==> src/rtl/ptp_clock_pkg.sv <==
package ptp_clock_pkg;
  typedef enum logic [3:0] {
    A_CTRL    = 4'd0,
    A_STAT    = 4'd1,
    A_STEP    = 4'd2,
    A_RATE    = 4'd3,
    A_OFS_SEC = 4'd4,
    A_OFS_SUB = 4'd5,
    A_ALM_SEC = 4'd6,
    A_ALM_SUB = 4'd7,
    A_NOW_SUB = 4'd8,
    A_CAP_SEC = 4'd9
  } reg_addr_e;

  localparam int CTRL_W    = 5;
  localparam int CTRL_EN   = 0;
  localparam int CTRL_RUN  = 1;
  localparam int CTRL_FINE = 2;
  localparam int CTRL_ADJ  = 3;
  localparam int CTRL_ARM  = 4;
endpackage

==> src/rtl/ptp_tick_gen.sv <==
module ptp_tick_gen #(
  parameter int ACC_W = 32
) (
  input  logic             clk_i,
  input  logic             rst_ni,
  input  logic             active_i,
  input  logic             fine_i,
  input  logic [ACC_W-1:0] rate_i,
  output logic             tick_o
);
  logic [ACC_W-1:0] acc_q;
  logic [ACC_W:0]   sum;

  assign sum    = {1'b0, acc_q} + {1'b0, rate_i};
  assign tick_o = active_i & (fine_i ? sum[ACC_W] : 1'b1);

  always_ff @(posedge clk_i or negedge rst_ni) begin
    if (!rst_ni)                acc_q <= '0;
    else if (active_i && fine_i) acc_q <= sum[ACC_W-1:0];
    else                        acc_q <= '0;
  end
endmodule

==> src/rtl/ptp_time_cnt.sv <==
module ptp_time_cnt #(
  parameter int SEC_W = 32,
  parameter int SUB_W = 31,
  parameter int INC_W = 8
) (
  input  logic             clk_i,
  input  logic             rst_ni,
  input  logic             en_i,
  input  logic             run_i,
  input  logic             tick_i,
  input  logic             adj_i,
  input  logic [INC_W-1:0] step_i,
  input  logic [SEC_W-1:0] ofs_sec_i,
  input  logic [SUB_W:0]   ofs_sub_i,
  output logic [SEC_W-1:0] sec_o,
  output logic [SUB_W-1:0] sub_o,
  output logic             adj_done_o
);
  localparam int PAD_W = SUB_W + 1 - INC_W;

  logic [SEC_W-1:0] sec_q;
  logic [SUB_W-1:0] sub_q;
  logic [SUB_W:0]   step_sum, add_sum, sub_dif;
  logic             neg;

  assign neg      = ofs_sub_i[SUB_W];
  assign step_sum = {1'b0, sub_q} + {{PAD_W{1'b0}}, step_i};
  assign add_sum  = {1'b0, sub_q} + {1'b0, ofs_sub_i[SUB_W-1:0]};
  // bit SUB_W of the difference doubles as the borrow
  assign sub_dif  = {1'b0, sub_q} - {1'b0, ofs_sub_i[SUB_W-1:0]};

  assign adj_done_o = en_i & run_i & adj_i;

  always_ff @(posedge clk_i or negedge rst_ni) begin
    if (!rst_ni) begin
      sec_q <= '0;
      sub_q <= '0;
    end else if (en_i) begin
      if (!run_i) begin
        sec_q <= ofs_sec_i;
        sub_q <= ofs_sub_i[SUB_W-1:0];
      end else if (adj_i) begin
        if (neg) begin
          sub_q <= sub_dif[SUB_W-1:0];
          sec_q <= sec_q - ofs_sec_i - SEC_W'(sub_dif[SUB_W]);
        end else begin
          sub_q <= add_sum[SUB_W-1:0];
          sec_q <= sec_q + ofs_sec_i + SEC_W'(add_sum[SUB_W]);
        end
      end else if (tick_i) begin
        sub_q <= step_sum[SUB_W-1:0];
        sec_q <= sec_q + SEC_W'(step_sum[SUB_W]);
      end
    end
  end

  assign sec_o = sec_q;
  assign sub_o = sub_q;
endmodule

==> src/rtl/ptp_alarm_cmp.sv <==
module ptp_alarm_cmp #(
  parameter int SEC_W = 32,
  parameter int SUB_W = 31
) (
  input  logic             clk_i,
  input  logic             rst_ni,
  input  logic             arm_i,
  input  logic             clr_i,
  input  logic [SEC_W-1:0] now_sec_i,
  input  logic [SUB_W-1:0] now_sub_i,
  input  logic [SEC_W-1:0] alm_sec_i,
  input  logic [SUB_W-1:0] alm_sub_i,
  output logic             flag_o
);
  logic flag_q, reached;

  // at-or-past so a stepped-over value still fires
  assign reached = {now_sec_i, now_sub_i} >= {alm_sec_i, alm_sub_i};

  always_ff @(posedge clk_i or negedge rst_ni) begin
    if (!rst_ni)     flag_q <= 1'b0;
    else if (clr_i)  flag_q <= 1'b0;
    else             flag_q <= flag_q | (arm_i & reached);
  end

  assign flag_o = flag_q;
endmodule

==> src/rtl/ptp_clock_core.sv <==
module ptp_clock_core
  import ptp_clock_pkg::*;
#(
  parameter int DATA_W = 32,
  parameter int INC_W  = 8,
  parameter int ACC_W  = 32
) (
  input  logic              clk_i,
  input  logic              rst_ni,
  input  logic              wr_en_i,
  input  logic              rd_en_i,
  input  logic [3:0]        addr_i,
  input  logic [DATA_W-1:0] wdata_i,
  output logic [DATA_W-1:0] rdata_o,
  output logic              alarm_irq_o
);
  localparam int SEC_W = DATA_W;
  localparam int SUB_W = DATA_W - 1;

  logic [CTRL_W-1:0] ctrl_q;
  logic [INC_W-1:0]  step_q;
  logic [ACC_W-1:0]  rate_q;
  logic [SEC_W-1:0]  ofs_sec_q, alm_sec_q, cap_sec_q;
  logic [SUB_W:0]    ofs_sub_q;
  logic [SUB_W-1:0]  alm_sub_q;

  logic [SEC_W-1:0] now_sec;
  logic [SUB_W-1:0] now_sub;
  logic             tick, adj_done, alm_flag, alm_clr, active;
  logic             wr_ctrl;
  logic             unused_wdata;

  assign active  = ctrl_q[CTRL_EN] & ctrl_q[CTRL_RUN];
  assign wr_ctrl = wr_en_i && (addr_i == A_CTRL);
  assign alm_clr = wr_en_i && (addr_i == A_STAT) && wdata_i[0];
  assign unused_wdata = ^wdata_i;

  always_ff @(posedge clk_i or negedge rst_ni) begin
    if (!rst_ni) begin
      ctrl_q    <= '0;
      step_q    <= '0;
      rate_q    <= '0;
      ofs_sec_q <= '0;
      ofs_sub_q <= '0;
      alm_sec_q <= '0;
      alm_sub_q <= '0;
    end else begin
      if (wr_ctrl)       ctrl_q <= wdata_i[CTRL_W-1:0];
      else if (adj_done) ctrl_q[CTRL_ADJ] <= 1'b0;
      if (wr_en_i) begin
        case (addr_i)
          A_STEP:    step_q    <= wdata_i[INC_W-1:0];
          A_RATE:    rate_q    <= wdata_i[ACC_W-1:0];
          A_OFS_SEC: ofs_sec_q <= wdata_i;
          A_OFS_SUB: ofs_sub_q <= wdata_i;
          A_ALM_SEC: alm_sec_q <= wdata_i;
          A_ALM_SUB: alm_sub_q <= wdata_i[SUB_W-1:0];
          default: ;
        endcase
      end
    end
  end

  // seconds snapshot taken when the fraction is read
  always_ff @(posedge clk_i or negedge rst_ni) begin
    if (!rst_ni)                                 cap_sec_q <= '0;
    else if (rd_en_i && (addr_i == A_NOW_SUB))   cap_sec_q <= now_sec;
  end

  ptp_tick_gen #(.ACC_W(ACC_W)) u_tick (
    .clk_i    (clk_i),
    .rst_ni   (rst_ni),
    .active_i (active),
    .fine_i   (ctrl_q[CTRL_FINE]),
    .rate_i   (rate_q),
    .tick_o   (tick)
  );

  ptp_time_cnt #(.SEC_W(SEC_W), .SUB_W(SUB_W), .INC_W(INC_W)) u_cnt (
    .clk_i      (clk_i),
    .rst_ni     (rst_ni),
    .en_i       (ctrl_q[CTRL_EN]),
    .run_i      (ctrl_q[CTRL_RUN]),
    .tick_i     (tick),
    .adj_i      (ctrl_q[CTRL_ADJ]),
    .step_i     (step_q),
    .ofs_sec_i  (ofs_sec_q),
    .ofs_sub_i  (ofs_sub_q),
    .sec_o      (now_sec),
    .sub_o      (now_sub),
    .adj_done_o (adj_done)
  );

  ptp_alarm_cmp #(.SEC_W(SEC_W), .SUB_W(SUB_W)) u_alm (
    .clk_i     (clk_i),
    .rst_ni    (rst_ni),
    .arm_i     (ctrl_q[CTRL_ARM]),
    .clr_i     (alm_clr),
    .now_sec_i (now_sec),
    .now_sub_i (now_sub),
    .alm_sec_i (alm_sec_q),
    .alm_sub_i (alm_sub_q),
    .flag_o    (alm_flag)
  );

  always_comb begin
    rdata_o = '0;
    case (addr_i)
      A_CTRL:    rdata_o = DATA_W'(ctrl_q);
      A_STAT:    rdata_o = DATA_W'(alm_flag);
      A_STEP:    rdata_o = DATA_W'(step_q);
      A_RATE:    rdata_o = DATA_W'(rate_q);
      A_OFS_SEC: rdata_o = ofs_sec_q;
      A_OFS_SUB: rdata_o = ofs_sub_q;
      A_ALM_SEC: rdata_o = alm_sec_q;
      A_ALM_SUB: rdata_o = DATA_W'(alm_sub_q);
      A_NOW_SUB: rdata_o = DATA_W'(now_sub);
      A_CAP_SEC: rdata_o = cap_sec_q;
      default:   rdata_o = '0;
    endcase
  end

  assign alarm_irq_o = alm_flag;
endmodule

==> config.mk <==
export PLATFORM = sky130hd
export DESIGN_NAME = ptp_clock_core
export DESIGN_NICKNAME = d
export VERILOG_FILES = /design/src/rtl/ptp_clock_pkg.sv /design/src/rtl/ptp_tick_gen.sv /design/src/rtl/ptp_time_cnt.sv /design/src/rtl/ptp_alarm_cmp.sv /design/src/rtl/ptp_clock_core.sv
export SDC_FILE = /design/constraint.sdc
export NUM_CORES = 1
export LEC_CHECK = 0
export ABC_CLOCK_PERIOD_IN_PS = 6100
export BUFFER_PORTS_ARGS = -buffer_cell sky130_fd_sc_hd__buf_2
export CORE_MARGIN = 5
export CORE_UTILIZATION = 55
export CTS_BUF_LIST = sky130_fd_sc_hd__clkbuf_8
export DETAILED_ROUTE_END_ITERATION = 6
export HOLD_SLACK_MARGIN = 0.08
export PLACE_DENSITY_LB_ADDON = 0.05
export SYNTH_ARGS = -nofsm -noshare
export SYNTH_HDL_FRONTEND = slang
export SYNTH_SLANG_ARGS = --single-unit
export TNS_END_PERCENT = 1
==> constraint.sdc <==
create_clock -name clk_i -period 6.1 [get_ports clk_i]
set_input_delay 0.305 -clock clk_i [delete_from_list [all_inputs] [get_ports clk_i]]
set_output_delay 0.305 -clock clk_i [all_outputs]
set_load 0.02 [all_outputs]
==> qor.log, run 1 <==
[outcome] run status finished, final reports clean
[floorplan] height of the die 224 um
[timing] count of final max-slew check failures 0
[detailed_routing] total routed wirelength 95000 um
[synth] #FFs+latches synth 300
[detailed_routing] DR DRC count 0
[timing] largest clock skew in the final design 0.0412 ns
[final_layout] area of all placed cells without fillers 28500 um^2
[synth] async set-reset flop share out of synthesis 100%
[clock_tree] Skew-Pair Late Insertion Delay 0.67 ns
[timing] minimum clock period after layout 5.82 ns
[pwr] VDD IR-drop max 0.000280 V
[detailed_routing] DR iter-0 viols 3027
[grt] Overall Global Routing Usage 36.8%
[clock_tree] count of buffers added by post-CTS timing repair for setup 0
[synth] YS warnings 0
[critical_path] cell type of the slowest stage on the worst timing path a2111oi_4
[timing] ratio of final minimum period to clock period 95.4%
[floorplan] standard-cell rows 78
[run] max cap viols 0
[synth] most area-consuming cells after synthesis dfrtp_1, ha_1, mux2_2, o21ai_0, a21oi_1
[grt] number of antenna violations at the first check in global routing 2
[floorplan] Total Die Area 50100 um^2
[place] area post-placement 26800 um^2
[place] count of buffers from port buffering 72
[grt] vias in the first global route 23.9k
[synth] Cells after Synth 2920
[final_layout] leading cell types in the layout, fill and taps excluded dfrtp_1, inv_1, ha_1
[timing] max frequency 172 MHz
[critical_path] cell family with most CP delay compound AO/OA/AOI/OAI gates
[detailed_routing] wire length per cell after detailed routing 25.5 um
[critical_path] CP Launch Type flip-flop
[timing] Setup TNS Final 0 ns
[timing] number of setup violations in the final report 0
[timing] hold violation total from the final report 0
[pwr] static leakage 13.1 nW
[final_layout] Net count, final 3382
[pwr] internal portion of total power 7.44 mW
[place] Post-DP HPWL 72100 um
[grt] maximum number of pins on one net before global-route repair 123
[place] final weighted congestion in routability-driven placement 1.00
[grt] remaining global-route overflow 0
[final_layout] layout filler cell count 3999
[pwr] Total Power 14.7 mW
[pwr] cell area power density 517 nW/um^2
[clock_tree] clock root buffer clkbuf_8
[detailed_routing] post-route antenna net violation count 0
[clock_tree] CTS sink count 300
[critical_path] most frequent cell on the critical path buf_4
[detailed_routing] first-pass detailed-route iteration total 7
[critical_path] category of the worst setup path capture point flip-flop
[critical_path] Critical Path Max Stage Delay 0.46 ns
[pwr] fraction of power consumed by the clock network 15.0%
[floorplan] effective utilization at floorplan 55.6%
[critical_path] CP Data Required Time 6.65 ns
[clock_tree] CTS buffer count 54
[pwr] proportion of power drawn by flip-flops and latches 22.4%
[critical_path] critical-path maximum fanout 4
[final_layout] share of cells above drive strength 1 16.6%
[final_layout] most common cell after layout, fill and taps aside dfrtp_1
[clock_tree] CTS Buffer Depth 3
[synth] Synth cell types 89
[synth] mean instance size in the synthesized netlist 8.62 um^2
[critical_path] category of the critical setup timing path flip-flop to flip-flop
[floorplan] count of boundary I/O pins 73
[synth] Net Count, Synth 3225
[clock_tree] CTS tree done
[critical_path] Buf/Inv on CP 4
[grt] global-route wire length before repair 144000 um
[detailed_routing] vias after detailed routing 24.4k
[synth] dominant cell type by area after synthesis dfrtp_1
[critical_path] Critical Path AT 6.37 ns
[final_layout] Area growth, synth to finish 13.1%
[timing] RSZ-0062 raised after global routing true
[timing] post-layout worst setup margin 0.281 ns
[synth] sequential fraction of the synthesis area 29.8%
[synth] Main synth FF type dfrtp_1
[timing] Worst-Margin Slew 1.21 ns
[pwr] share of power burned in combinational logic 62.6%
[timing] worst hold slack 0.147 ns
[pwr] switching power share of the total 49.5%
[synth] cell area after technology mapping 25200 um^2
[synth] share of the synthesized area in the top cell type 29.8%
[clock_tree] htree depth 2
[pwr] NetSw 7.28 mW
[floorplan] placeable core area 45300 um^2
[worst_hold_path] hold crit path type input port to flip-flop
[clock_tree] clock slew at the register clock pins of the worst setup and hold paths 0.06 ns
[floorplan] floorplan die width 224 um
[place] pre-CTS WS -0.0371 ns
[synth] number of enable flip-flop cells after synthesis 0
[timing] relative slew slack 18.9%
[critical_path] slack of the worst reg-to-reg path 0.28 ns
[detailed_routing] ratio of routed vias to standard cells 6.55
-- registers in the layout, indices dropped and copies added (netlist names) --
register,count
alm_sec_q,32
alm_sub_q,31
cap_sec_q,32
ctrl_q,5
ofs_sec_q,32
ofs_sub_q,32
rate_q,32
step_q,8
u_alm.flag_o,1
u_cnt.sec_o,32
u_cnt.sub_o,31
u_tick.acc_q,32
-- final timing paths --
check | start | to | depth (start not counted)
min in group asynchronous | rst_ni | u_tick.acc_q[6] | 2
max reg2reg | ofs_sub_q[18] | u_cnt.sec_o[29] | 25
min reg2reg | cap_sec_q[13] | cap_sec_q[13] | 2
max | ofs_sub_q[18] | u_cnt.sec_o[29] | 25
min | wdata_i[3] | rate_q[3] | 3
max in group asynchronous | rst_ni | rate_q[21] | 3
-- metal layers --
| metal | up-vias | track usage [%] | part of all wire, % |
|---|---|---|---|
| met4 | 2 | 12.0 | 3.4 |
| met1 | 11900 | 52.6 | 43 |
| met2 | 1314 | 53.6 | 42 |
| li1 | 11000 | - | - |
| met3 | 189 | 11.1 | 12 |
| met5 | - | 0 | 0.014 |
-- cells in the mapped netlist (all sizes together) (35+ instances only) --
cell and count:
dfrtp 300, a22oi 69, mux2 170, nand3 88, ha 257, nor2b 37
a211oi 40, xnor2 108, nor3 64, clkbuf 97, a21o 58, a21oi 210
nand2 217, nor2 196, o21ai 221, xor2 35, inv 246, nand4 40
-- logic make-up after synthesis --
family | Yosys count | synth area share [%]
compound gates | 888 | 23.7
fa+ha+maj | 265 | 13.4
flops | 300 | 29.8
buf+inv | 378 | 5.70
xor+xnor | 143 | 4.98
simple gates | 764 | 14.3
mux | 182 | 8.08
-- stage by stage --
step | cells | utilization, %
after global placement | 3589 | 59.2
after global routing | 3724 | 62.9
after detailed placement | 3589 | 59.2
final | 3724 | 62.9
after floorplan | 2920 | -
after CTS | 3723 | 62.7
-- layout make-up --
cell class                 count  area, um^2  area share [%]
antenna                        1        2.50         0.00879
clock buffer                  68         936            3.29
clock inverter                34         319            1.12
inverter                     248         931            3.27
multi-input combinational   2242       16300            57.4
sequential                   300        7510            26.4
tap                          600         751            2.64
timing repair buffer         231        1680            5.91
-- repair_timing --
item                                    CTS  global route
endpoints found under the hold margin   280             0
pin swaps                                 0             4
hold buffers                             32             0
gates cloned                              0             0
endpoints found under the setup margin    2            17
resized for setup                         1            14
-- power by group through the flow --
| stage | clock network, mW | registers (mW) | logic, mW |
|---|---|---|---|
| after floorplan | 0 | 3.04 | 6.14 |
| after detailed placement | 0 | 3.27 | 8.80 |
| after CTS | 2.24 | 3.24 | 8.89 |
| after global routing | 2.33 | 3.34 | 10.0 |
| final | 2.21 | 3.30 | 9.21 |
| after global placement | 0 | 3.24 | 8.73 |
-- worst reg2reg max path: cells and delay by family (launching register included) --
kind	cells	cell delay, ns
buffers and inverters	4	0.62
AO/OA/AOI/OAI	12	2.78
AND/OR/NAND/NOR	7	1.09
flip-flops	1	0.44
adder cells (fa/ha/maj)	2	0.77
No activity file was read; power rests on OpenSTA's default activity.
==> run 2: changes to the inputs <==
--- a/config.mk
+++ b/config.mk
@@ -14,4 +14,5 @@
 export HOLD_SLACK_MARGIN = 0.08
 export PLACE_DENSITY_LB_ADDON = 0.05
+export SETUP_SLACK_MARGIN = 0.05
 export SYNTH_ARGS = -nofsm -noshare
 export SYNTH_HDL_FRONTEND = slang
==> constraint.sdc (replaced) <==
create_clock -name clk_i -period 6.1 [get_ports clk_i]
set_input_delay 0.305 -clock clk_i [delete_from_list [all_inputs] [get_ports clk_i]]
set_output_delay 0.305 -clock clk_i [all_outputs]
set_load 0.05 [all_outputs]
==> run 2 against run 1 <==
Effect of this change: the flow now finishes with violations (design-rule violations); final cell count down 0.19%; clock power down 16%; worst setup slack worse by 0.072 ns; register-to-register slack worse by 0.07 ns; clock skew down 0.0055 ns; global-route usage down 0.28 points; power down 1.3%; die area unchanged; combinational power up 2%; routed wire length down 0.73%.
==> qor.log, run 2 (same netlist as run 1, synthesis figures left out) <==
[run] max cap viols 0 [unchanged]
[grt] number of antenna violations at the first check in global routing 1 [was 2]
[floorplan] height of the die 224 um [unchanged]
[floorplan] placeable core area 45300 um^2 [unchanged]
[critical_path] category of the critical setup timing path flip-flop to flip-flop [unchanged]
[grt] global-route wire length before repair 143000 um [was 144000 um]
[clock_tree] CTS Buffer Depth 3 [unchanged]
[detailed_routing] ratio of routed vias to standard cells 6.62 [was 6.55]
[clock_tree] Skew-Pair Late Insertion Delay 0.66 ns [was 0.67 ns]
[floorplan] Total Die Area 50100 um^2 [unchanged]
[timing] minimum clock period after layout 5.89 ns [was 5.82 ns]
[critical_path] Critical Path AT 6.38 ns [was 6.37 ns]
[timing] max frequency 170 MHz [was 172 MHz]
[final_layout] share of cells above drive strength 1 16.3% [was 16.6%]
[final_layout] layout filler cell count 3991 [was 3999]
[final_layout] Net count, final 3380 [was 3382]
[place] count of buffers from port buffering 72 [unchanged]
[worst_hold_path] hold crit path type input port to flip-flop [unchanged]
[timing] RSZ-0062 raised after global routing true [unchanged]
[final_layout] number of non-filler instances in the completed layout 3717 [was 3724]
[floorplan] count of boundary I/O pins 73 [unchanged]
[floorplan] floorplan die width 224 um [unchanged]
[place] Post-DP HPWL 71900 um [was 72100 um]
[timing] worst hold slack 0.167 ns [was 0.147 ns]
[floorplan] effective utilization at floorplan 55.6% [unchanged]
[detailed_routing] wire length per cell after detailed routing 25.4 um [was 25.5 um]
[clock_tree] clock root buffer clkbuf_8 [unchanged]
[clock_tree] CTS buffer count 53 [was 54]
[timing] ratio of final minimum period to clock period 96.6% [was 95.4%]
[pwr] VDD IR-drop max 0.000307 V [was 0.000280 V]
[grt] maximum number of pins on one net before global-route repair 120 [was 123]
[critical_path] CP Launch Type flip-flop [unchanged]
[timing] number of setup violations in the final report 0 [unchanged]
[outcome] failing checks design-rule violations
[final_layout] Area growth, synth to finish 12.4% [was 13.1%]
[timing] hold violation total from the final report 0 [unchanged]
[timing] Worst-Margin Slew 1.40 ns [was 1.21 ns]
[critical_path] category of the worst setup path capture point flip-flop [unchanged]
[clock_tree] clock slew at the register clock pins of the worst setup and hold paths 0.06 ns [about the same]
[place] Placed Cells incl. Taps 3587 [was 3589]
[grt] Overall Global Routing Usage 36.5% [was 36.8%]
[detailed_routing] post-route antenna net violation count 0 [unchanged]
[grt] remaining global-route overflow 0 [unchanged]
[detailed_routing] total routed wirelength 94300 um [was 95000 um]
[final_layout] most common cell after layout, fill and taps aside dfrtp_1 [unchanged]
[detailed_routing] DR iter-0 viols 3045 [was 3027]
[outcome] run status finished with violations [was finished, final reports clean]
[critical_path] CP Data Required Time 6.59 ns [was 6.65 ns]
[final_layout] footprint of the multi-input gates 16400 um^2 [was 16300 um^2]
[critical_path] critical-path maximum fanout 4 [unchanged]
[detailed_routing] vias after detailed routing 24.6k [was 24.4k]
[clock_tree] CTS tree done [unchanged]
[final_layout] leading cell types in the layout, fill and taps excluded dfrtp_1, inv_1, ha_1 [unchanged]
[timing] count of final max-slew check failures 0 [unchanged]
[timing] largest clock skew in the final design 0.0357 ns [was 0.0412 ns]
[detailed_routing] DR DRC count 4 [was 0]
[detailed_routing] first-pass detailed-route iteration total 7 [unchanged]
[grt] vias in the first global route 23.6k [was 23.9k]
[timing] relative slew slack 6.13% [was 18.9%]
[place] final weighted congestion in routability-driven placement 1.03 [was 1.00]
[pwr] cell area power density 514 nW/um^2 [was 517 nW/um^2]
[pwr] static leakage 13.0 nW [was 13.1 nW]
[pwr] Total Power 14.5 mW [was 14.7 mW]
[clock_tree] CTS sink count 300 [unchanged]
[floorplan] standard-cell rows 78 [unchanged]
[clock_tree] htree depth 2 [unchanged]
[final_layout] storage element area 7510 um^2 [unchanged]
==> run 2: through the flow <==
step	setup TNS, ns	cell area [um^2]	utilization, %	setup slack (ns)
floorplan	0	25200	-	0.626
global placement	0	26800	59.2	0.0944
detailed placement	-0.171	26800	59.2	-0.0733
CTS	0	28200	62.2	0.0208
global route	-0.00488	28300	62.5	-0.00488
finish	0	28300	62.5	0.209
==> run 2: path summary, 6_finish.rpt <==
kind                               start         endpoint  slack, ns  cells past startpoint
max in group asynchronous         rst_ni    alm_sec_q[19]       4.17                      3
max                         ofs_sub_q[6]  u_cnt.sec_o[24]       0.21                     27
min reg2reg                cap_sec_q[14]    cap_sec_q[14]       0.49                      2
min in group asynchronous         rst_ni  u_tick.acc_q[5]       0.31                      2
min                           wdata_i[3]        ctrl_q[3]       0.17                      3
max reg2reg                 ofs_sub_q[6]  u_cnt.sec_o[24]       0.21                     27
==> run 2: repair_timing <==
item	CTS	global route
buffers inserted	0	1
hold endpoints to repair	262	0
resized for setup	1	27
endpoints found under the setup margin	4	18
pin swaps	0	10
hold buffers	32	0
==> run 2: cell type report <==
class | instances | share of cell area (%)
diodes | 2 | 0.0177
clock inverters | 29 | 0.456
multi-input cells | 2242 | 57.9
flip-flops and latches | 300 | 26.6
clock buffers | 66 | 3.21
repair buffers | 230 | 5.92
well taps | 600 | 2.65
inverters | 248 | 3.29
==> run 2: power breakdown <==
group	switching, mW	total [mW]	internal, mW
sequential	0.763	3.30	2.53
clock	0.890	1.86	0.972
combinational	5.71	9.37	3.66
==> run 2: metal layers <==
| layer | global-route usage, % | routed length [um] | share of wire, % | up-vias |
|---|---|---|---|---|
| met5 | 0 | 0 | 0 | - |
| met4 | 11.4 | 3320 | 3.5 | 0 |
| met3 | 10.1 | 11800 | 13 | 214 |
| met2 | 51.9 | 38300 | 41 | 1413 |
| met1 | 54.1 | 40800 | 43 | 12000 |
| li1 | - | - | - | 11000 |
==> run 2: worst max-delay path: stages (launching register included) <==
cell and delay, ns:
dfrtp_1 0.34, inv_1 0.05, ha_1 0.30, a21oi_1 0.23, o21ai_0 0.21, a31oi_1 0.25
o21ai_1 0.12, a31o_2 0.26, a221oi_2 0.31, o21ai_1 0.12, a21o_1 0.21, a21oi_1 0.19
o21bai_1 0.12, fa_1 0.49, inv_1 0.09, ha_1 0.19, nor2_2 0.06, fa_1 0.40
a21boi_2 0.19, o221ai_2 0.14, nor4_2 0.22, nand3b_1 0.24, a41oi_4 0.19, nor2_1 0.12
o21ai_0 0.09, mux2_2 0.29, a211oi_1 0.21, o21ai_0 0.12
